[src/rtl/pit_pkg.sv]
package pit_pkg;
  localparam int ADDR_W = 3;
  localparam logic [ADDR_W-1:0] OFF_CTRL = 3'd0;
  localparam logic [ADDR_W-1:0] OFF_MOD  = 3'd2;
  localparam logic [ADDR_W-1:0] OFF_CNT  = 3'd4;

  // control register bit positions
  localparam int B_EN      = 0;
  localparam int B_WRLOAD  = 1;
  localparam int B_FLAG    = 2;
  localparam int B_IRQEN   = 3;
  localparam int B_DBGFRZ  = 4;
  localparam int B_DOZEFRZ = 5;
  localparam int CTRL_BITS = 6;

  typedef struct packed {
    logic step;     // advance the counter this cycle
    logic modWr;    // modulus register write
    logic loadNow;  // copy write data into the counter
  } pitStrobe_t;
endpackage

[src/rtl/pit_datapath.sv]
module pit_datapath
  import pit_pkg::*;
#(
  parameter int CNT_W = 16
) (
  input  logic             clk,
  input  logic             rstN,
  input  pitStrobe_t       strb,
  input  logic [CNT_W-1:0] wrData,
  output logic [CNT_W-1:0] cntVal,
  output logic [CNT_W-1:0] modVal,
  output logic             underflow
);
  localparam logic [CNT_W-1:0] ALL_ONES = '1;
  localparam logic [CNT_W-1:0] ZERO     = '0;
  localparam logic [CNT_W-1:0] ONE      = CNT_W'(1);

  logic [CNT_W-1:0] cntQ;
  logic [CNT_W-1:0] modQ;

  assign underflow = strb.step && !strb.loadNow && (cntQ == ZERO);

  always_ff @(posedge clk or negedge rstN) begin
    if (!rstN) begin
      modQ <= ALL_ONES;
    end else if (strb.modWr) begin
      modQ <= wrData;
    end
  end

  always_ff @(posedge clk or negedge rstN) begin
    if (!rstN) begin
      cntQ <= ALL_ONES;
    end else if (strb.loadNow) begin
      cntQ <= wrData;
    end else if (strb.step) begin
      if (cntQ == ZERO) cntQ <= modQ;
      else              cntQ <= cntQ - ONE;
    end
  end

  assign cntVal = cntQ;
  assign modVal = modQ;
endmodule

[src/rtl/pit_ctrl.sv]
module pit_ctrl
  import pit_pkg::*;
#(
  parameter int CNT_W = 16
) (
  input  logic                 clk,
  input  logic                 rstN,
  input  logic                 clkEn,
  input  logic                 dozeMode,
  input  logic                 dbgMode,
  input  logic                 busSel,
  input  logic                 busWr,
  input  logic                 busSuper,
  input  logic [ADDR_W-1:0]    busAddr,
  input  logic [CTRL_BITS-1:0] ctrlWdata,
  input  logic [CNT_W-1:0]     cntVal,
  input  logic [CNT_W-1:0]     modVal,
  input  logic                 underflow,
  output pitStrobe_t           strb,
  output logic [CNT_W-1:0]     ctrlVal,
  output logic [CNT_W-1:0]     busRdata,
  output logic                 busErr,
  output logic                 irq
);
  logic enQ, wrLoadQ, flagQ, irqEnQ, dbgFrzQ, dozeFrzQ;
  logic hitCtrl, hitMod, hitCnt;
  logic badOff, privFail, accOk;
  logic ctrlWr, frozen;

  // address decode and access checks
  assign hitCtrl  = (busAddr == OFF_CTRL);
  assign hitMod   = (busAddr == OFF_MOD);
  assign hitCnt   = (busAddr == OFF_CNT);
  assign badOff   = !(hitCtrl || hitMod || hitCnt) || (hitCnt && busWr);
  assign privFail = !busSuper && (hitCtrl || hitMod);
  assign accOk    = busSel && !badOff && !privFail;
  assign busErr   = busSel && (badOff || privFail);

  assign ctrlWr = accOk && busWr && hitCtrl;

  // freeze decision: each mode stops counting only under its own bit
  assign frozen = (dozeMode && dozeFrzQ) || (dbgMode && dbgFrzQ);

  always_comb begin
    strb.step    = enQ && clkEn && !frozen;
    strb.modWr   = accOk && busWr && hitMod;
    strb.loadNow = accOk && busWr && hitMod && wrLoadQ;
  end

  always_ff @(posedge clk or negedge rstN) begin
    if (!rstN) begin
      enQ      <= 1'b0;
      wrLoadQ  <= 1'b0;
      irqEnQ   <= 1'b0;
      dbgFrzQ  <= 1'b0;
      dozeFrzQ <= 1'b0;
    end else if (ctrlWr) begin
      enQ      <= ctrlWdata[B_EN];
      wrLoadQ  <= ctrlWdata[B_WRLOAD];
      irqEnQ   <= ctrlWdata[B_IRQEN];
      dbgFrzQ  <= ctrlWdata[B_DBGFRZ];
      dozeFrzQ <= ctrlWdata[B_DOZEFRZ];
    end
  end

  // sticky flag: set on underflow wins over a write-1 clear
  always_ff @(posedge clk or negedge rstN) begin
    if (!rstN) begin
      flagQ <= 1'b0;
    end else if (underflow) begin
      flagQ <= 1'b1;
    end else if (ctrlWr && ctrlWdata[B_FLAG]) begin
      flagQ <= 1'b0;
    end
  end

  always_comb begin
    ctrlVal            = '0;
    ctrlVal[B_EN]      = enQ;
    ctrlVal[B_WRLOAD]  = wrLoadQ;
    ctrlVal[B_FLAG]    = flagQ;
    ctrlVal[B_IRQEN]   = irqEnQ;
    ctrlVal[B_DBGFRZ]  = dbgFrzQ;
    ctrlVal[B_DOZEFRZ] = dozeFrzQ;
  end

  always_comb begin
    busRdata = '0;
    if (accOk && !busWr) begin
      if (hitCtrl)     busRdata = ctrlVal;
      else if (hitMod) busRdata = modVal;
      else             busRdata = cntVal;
    end
  end

  assign irq = flagQ && irqEnQ;
endmodule

[src/rtl/pit_timer.sv]
module pit_timer
  import pit_pkg::*;
#(
  parameter int CNT_W = 16
) (
  input  logic              clk,
  input  logic              rstN,
  input  logic              clkEn,
  input  logic              dozeMode,
  input  logic              dbgMode,
  input  logic              busSel,
  input  logic              busWr,
  input  logic              busSuper,
  input  logic [2:0]        busAddr,
  input  logic [CNT_W-1:0]  busWdata,
  output logic [CNT_W-1:0]  busRdata,
  output logic              busErr,
  output logic              irq
);
  pitStrobe_t       strb;
  logic [CNT_W-1:0] cntVal;
  logic [CNT_W-1:0] modVal;
  logic [CNT_W-1:0] ctrlVal;
  logic             underflow;

  pit_ctrl #(.CNT_W(CNT_W)) u_ctrl (
    .clk       (clk),
    .rstN      (rstN),
    .clkEn     (clkEn),
    .dozeMode  (dozeMode),
    .dbgMode   (dbgMode),
    .busSel    (busSel),
    .busWr     (busWr),
    .busSuper  (busSuper),
    .busAddr   (busAddr),
    .ctrlWdata (busWdata[CTRL_BITS-1:0]),
    .cntVal    (cntVal),
    .modVal    (modVal),
    .underflow (underflow),
    .strb      (strb),
    .ctrlVal   (ctrlVal),
    .busRdata  (busRdata),
    .busErr    (busErr),
    .irq       (irq)
  );

  pit_datapath #(.CNT_W(CNT_W)) u_dp (
    .clk       (clk),
    .rstN      (rstN),
    .strb      (strb),
    .wrData    (busWdata),
    .cntVal    (cntVal),
    .modVal    (modVal),
    .underflow (underflow)
  );
endmodule

[config.mk]
export PLATFORM = sky130hd
export DESIGN_NAME = pit_timer
export DESIGN_NICKNAME = d
export VERILOG_FILES = /design/src/rtl/pit_pkg.sv /design/src/rtl/pit_datapath.sv /design/src/rtl/pit_ctrl.sv /design/src/rtl/pit_timer.sv
export SDC_FILE = /design/constraint.sdc
export NUM_CORES = 1
export LEC_CHECK = 0
export BUFFER_PORTS_ARGS = -buffer_cell sky130_fd_sc_hd__buf_4
export CAP_MARGIN = 20
export CORE_ASPECT_RATIO = 0.6
export CORE_UTILIZATION = 45
export CTS_BUF_LIST = sky130_fd_sc_hd__clkbuf_16
export CTS_CLUSTER_DIAMETER = 150
export CTS_CLUSTER_SIZE = 10
export DETAILED_ROUTE_END_ITERATION = 7
export GPL_ROUTABILITY_DRIVEN = 0
export HOLD_SLACK_MARGIN = 0.03
export PLACE_DENSITY = 0.67
export SYNTH_ARGS = -nofsm -noshare
export SYNTH_HDL_FRONTEND = slang
export SYNTH_SLANG_ARGS = --single-unit
[constraint.sdc]
create_clock -name clk -period 2.4 [get_ports clk]
set_input_delay 0.24 -clock clk [delete_from_list [all_inputs] [get_ports clk]]
set_output_delay 0.24 -clock clk [all_outputs]
set_load 0.01 [all_outputs]
==> flow_summary.json, run 1 <==
{
  "ios": 45,
  "synthTopCellsByCount": "dfstp_2, nor2_1, nand2_1, o21ai_0, mux2_2",
  "leakage_nw": 1.24,
  "setup_violations": 0,
  "postSynthCellCount": 265,
  "synth_enable_flop_cells": 0,
  "grt_pass1_wl_um": 11100,
  "die_w_um": 97.2,
  "coreArea_um2": 5150,
  "finalHoldViolations": 0,
  "viasPerCell": 5.88,
  "yosysMostFrequentCell": "dfstp_2",
  "synth.avg_cell_area_um2": 9.24,
  "portBuffers": 44,
  "cts_hold_buffers": 1,
  "finalNetCount": 338,
  "cts_resized": 0,
  "slew_violations": 0,
  "cts_tree": "built",
  "critical_path.max_fanout": 6,
  "cts_made_buffers": 5,
  "grt_pass1_vias": 2111,
  "hp-class": "input pin to flop",
  "yosysTopAreaCellShare_pct": 34.3,
  "rows": 20,
  "cp-end-kind": "flop",
  "antenna_found_initial": 0,
  "clk-insertion-delay-late_ps": 280,
  "cts.path.max_buffers": 2,
  "crit_required_ps": 2620,
  "overflow": 0,
  "async_reset_ff_share_pct": 100,
  "syn_nets": 294,
  "fin_crit_ps": 2100,
  "fmax_mhz": 477,
  "rsz0062_at_grt": "false",
  "cap_violations": 0,
  "cp-start-kind": "flop",
  "drt_wl_total_um": 6570,
  "status": "finished clean",
  "synthTopCellsByArea": "dfstp_2, mux2_2, dfrtp_1",
  "finalClockSkew_ps": 6.55,
  "worst_pin_slew_ps": 1130,
  "drive_gt1_share_pct": 39.4,
  "ys_seq_area_share_pct": 40.5,
  "cp.arrival_ps": 2310,
  "slowest_stage": "nor4b_1",
  "cts_root_buf": "clkbuf_16",
  "n_antenna_cell": 0,
  "period_share_pct": 87.4,
  "wl_per_cell_um": 17.5,
  "fp.dieH_um": 59.1,
  "cts_sinks": 38,
  "clk_pin_slew_ps": 50,
  "synthFlopType": "dfstp_2",
  "dp_hpwl_um": 4690,
  "ys_seq_elements": 38,
  "yosysUniqueCellTypes": 46,
  "drtAntennaViolNets": 0,
  "drtIter0Drc": 152,
  "htreeDepth": 2,
  "vias": 2211,
  "synth_warnings": 0,
  "grt_use_total_pct": 25.1,
  "power_mw": 2.86,
  "relSlewSlack_pct": 24.4,
  "start_util_pct": 47.5,
  "dieArea_um2": 5750,
  "fin_util_pct": 58.3,
  "worstSetupPathType": "flop to flop",
  "cpPeakStageDelay_ps": 480,
  "syn_to_final_growth_pct": 22.7,
  "cts_setup_buffers": 0,
  "post-route-drc-count": 0,
  "holdWs_ps": 196,
  "finalSetupTns_ps": 0,
  "grt_max_degree": 39,
  "powerDensity_nw_per_um2": 951,
  "firstDrtPassIters": 4,
  "irDropWorstVdd_mv": 0.385,
  "yosysTopAreaCell": "dfstp_2",
  "syn_area_um2": 2450,
  "path_cells": "inv_1 > ha_1 > nor4b_1 > and4_1 > a41oi_1 > a211oi_1 > a221o_1"
}
==> routing by layer <==
| metal | track usage (%) | wire length, µm | vias up |
|---|---|---|---|
| li1 | - | - | 1077 |
| met1 | 38.5 | 3460 | 1057 |
| met2 | 35.9 | 2630 | 73 |
| met3 | 5.54 | 446 | 4 |
| met4 | 5.67 | 31 | 0 |
| met5 | 0 | 0 | - |
==> registers in the layout (all words and copies together), names as in the netlist <==
name / count
u_ctrl.enQ: 1
u_dp.cntVal: 16
u_dp.modVal: 16
u_ctrl.wrLoadQ: 1
u_ctrl.dbgFrzQ: 1
u_ctrl.flagQ: 1
u_ctrl.irqEnQ: 1
u_ctrl.dozeFrzQ: 1
==> where the power goes <==
| part | total, mW | leakage (nW) | switching [mW] | internal [mW] |
|---|---|---|---|---|
| sequential | 1.25 | 0.410 | 0.285 | 0.961 |
| clock | 0.620 | 0.0776 | 0.247 | 0.373 |
| combinational | 0.989 | 0.752 | 0.518 | 0.471 |
==> final cells by class <==
cell class	count	area, µm²
repair buffers	58	438
fillers	487	2150
inverters	6	22.5
flip-flops and latches	38	991
clock inverters	3	11.3
multi-input cells	200	1330
well taps	66	82.6
clock buffers	5	125
==> per-stage QoR <==
step	cells	setup slack (ps)	instance area (µm²)
after floorplan	265	510	2450
after global placement	367	420	2860
after detailed placement	367	341	2860
after CTS	376	317	3000
after global routing	376	131	3000
final	376	303	3000
==> layout by cell type (no fill, tap or decap), types with 4 or more instances in the layout <==
cell type and count:
a211oi_1 9, a21oi_1 14, a22oi_1 11, buf_4 57, clkbuf_16 5, dfrtp_1 6, dfstp_2 32, inv_1 9
mux2_2 20, mux2i_1 7, nand2_1 21, nand3_1 12, nor2_1 22, nor3_1 5, nor4_1 4, o211ai_1 4
o21ai_0 21, xor2_1 4
==> final timing paths <==
path	start	to	slack, ps	depth (start not counted)
worst min-delay path	busWdata[1]	u_ctrl.wrLoadQ	200	3
worst min register to register	u_ctrl.flagQ	u_ctrl.flagQ	500	2
worst max register to register	u_dp.cntVal[1]	u_dp.cntVal[14]	300	7
min in group asynchronous	rstN	u_ctrl.flagQ	460	2
worst max-delay path	u_dp.cntVal[1]	u_dp.cntVal[14]	300	7
max in group asynchronous	rstN	u_dp.cntVal[11]	1570	2
==> cell families (layout without fill, tap and decap cells) <==
group           after synthesis  count (layout)  synth area share, %
fa+ha+maj                     2               2                 1.02
simple gates                 88              88                 18.9
xor+xnor                      7               7                 2.50
compound gates               76              76                 20.0
mux                          27              27                 12.1
buf+inv                      27              72                 5.06
flops                        38              38                 40.5
==> worst max-delay path, delay by kind of cell (launching register included) <==
family / cells / cell delay, ps
flip-flops: 1 / 400
adder cells (fa/ha/maj): 1 / 160
AND/OR/NAND/NOR: 2 / 890
AO/OA/AOI/OAI: 3 / 480
buffers and inverters: 1 / 100
No activity file was read; power rests on OpenSTA's default activity.
==> inputs of run 2 (changes only) <==
--- a/config.mk
+++ b/config.mk
@@ -15,6 +15,7 @@
 export DETAILED_ROUTE_END_ITERATION = 7
 export GPL_ROUTABILITY_DRIVEN = 0
 export HOLD_SLACK_MARGIN = 0.03
+export MAX_ROUTING_LAYER = met4
 export PLACE_DENSITY = 0.67
 export SYNTH_ARGS = -nofsm -noshare
 export SYNTH_HDL_FRONTEND = slang
==> flow_summary.json, run 2 (same netlist as run 1, synthesis figures left out) <==
{
  "status": "finished clean",
  "ios": 45,
  "met3_length_um": 429,
  "antenna_found_initial": 0,
  "grt_pass1_vias": 2107,
  "post-route-drc-count": 0,
  "drt_wl_total_um": 6570,
  "grt_pass1_wl_um": 11100,
  "portBuffers": 44,
  "powerDensity_nw_per_um2": 950,
  "start_util_pct": 47.5,
  "viasPerCell": 6.02,
  "setup_violations": 0,
  "worstSetupPathType": "flop to flop",
  "regArea_um2": 991,
  "critical_path.max_fanout": 6,
  "critPathBufInv": 1,
  "cp.arrival_ps": 2310,
  "fmax_mhz": 477,
  "drtIter0Drc": 162,
  "cap_violations": 0,
  "fp.dieH_um": 59.1,
  "wl_per_cell_um": 17.5,
  "die_w_um": 97.2,
  "hp-class": "input pin to flop",
  "drtAntennaViolNets": 0,
  "finalNetCount": 338,
  "vias": 2265,
  "fin_util_pct": 58.3,
  "cts_setup_buffers": 0,
  "dp_hpwl_um": 4690,
  "finalSetupTns_ps": 0,
  "wl_met1_um": 3490,
  "dieArea_um2": 5750,
  "crit_required_ps": 2620,
  "finalHoldViolations": 0,
  "cts_root_buf": "clkbuf_16",
  "period_share_pct": 87.4,
  "rsz0062_at_grt": "false",
  "clk_pin_slew_ps": 50,
  "leakage_nw": 1.24,
  "firstDrtPassIters": 5,
  "rows": 20,
  "dr.max_layer_used": "met4",
  "slowest_stage": "nor4b_1",
  "cp-start-kind": "flop",
  "finalClockSkew_ps": 6.09,
  "fin_crit_ps": 2100,
  "multi_input_area_um2": 1330,
  "path_delay_family": "simple AND/OR/NAND/NOR gates",
  "irDropWorstVdd_mv": 0.384,
  "cts_resized": 0,
  "grt_max_degree": 39,
  "worst_pin_slew_ps": 1120,
  "cp-end-kind": "flop",
  "coreArea_um2": 5150,
  "cts_sinks": 38,
  "final_common_cell": "buf_4",
  "cts_made_buffers": 5,
  "cpPeakStageDelay_ps": 490,
  "cts.path.max_buffers": 2,
  "relSlewSlack_pct": 25.2,
  "n_antenna_cell": 0,
  "cts_tree": "built",
  "clk-insertion-delay-late_ps": 280,
  "route.met2.wl_um": 2620,
  "drive_gt1_share_pct": 39.4,
  "syn_to_final_growth_pct": 22.7,
  "htreeDepth": 2,
  "path_cells": "inv_1 > ha_1 > nor4b_1 > and4_1 > a41oi_1 > a211oi_1 > a221o_1",
  "slew_violations": 0,
  "grt_use_total_pct": 25.9,
  "overflow": 0,
  "layout_common_cells": "buf_4, dfstp_2, nor2_1",
  "n_fill_cell": 487
}
==> run 2: metal layers <==
metal	vias up	global-route usage [%]
met5	-	-
met4	0	5.67
met3	4	5.54
met2	95	35.9
met1	1089	38.6
li1	1077	-
==> run 2: timing repair <==
item / CTS / global route
hold buffers: 1 / 0
hold endpoints to repair: 6 / 0
setup endpoints to repair: 0 / 0
==> run 2: worst reg2reg max path, stage by stage, from the launching register on <==
cell and delay [ps]:
dfstp_2 380, inv_1 110, ha_1 170, nor4b_1 490, and4_1 410, a41oi_1 70
a211oi_1 270, a221o_1 140
==> run 2: power breakdown <==
part / internal [mW] / leakage (nW) / switching [mW]
clock: 0.373 / 0.0776 / 0.244
combinational: 0.471 / 0.752 / 0.520
sequential: 0.961 / 0.410 / 0.286
==> run 2: cell type report <==
class                   count  area share (%)
multi-input cells         200            44.4
flip-flops and latches     38            33.0
repair buffers             58            14.6
clock buffers               5            4.16
well taps                  66            2.75
inverters                   6           0.750
clock inverters             3           0.375
==> run 2: path summary, 6_finish.rpt <==
| check | cells past startpoint | slack (ps) | from | end |
|---|---|---|---|---|
| setup / recovery | 7 | 300 | u_dp.cntVal[0] | u_dp.cntVal[14] |
| hold / removal | 3 | 200 | busWdata[1] | u_ctrl.wrLoadQ |
| setup reg to reg | 7 | 300 | u_dp.cntVal[0] | u_dp.cntVal[14] |
| hold reg to reg | 2 | 500 | u_ctrl.flagQ | u_ctrl.flagQ |
| max in group asynchronous | 2 | 1570 | rstN | u_dp.modVal[1] |
| min in group asynchronous | 2 | 470 | rstN | u_ctrl.flagQ |
==> run 2: per-stage QoR <==
step	instances	hold slack [ps]	power [mW]	worst slack (ps)	area [µm²]
6_report	376	197	2.85	303	3000
5_1_grt	376	208	3.06	131	3000
4_1_cts	376	195	2.85	317	3000
3_3_place_gp	367	232	2.20	420	2860
2_1_floorplan	265	-55.6	1.95	510	2450
3_5_place_dp	367	238	2.22	341	2860
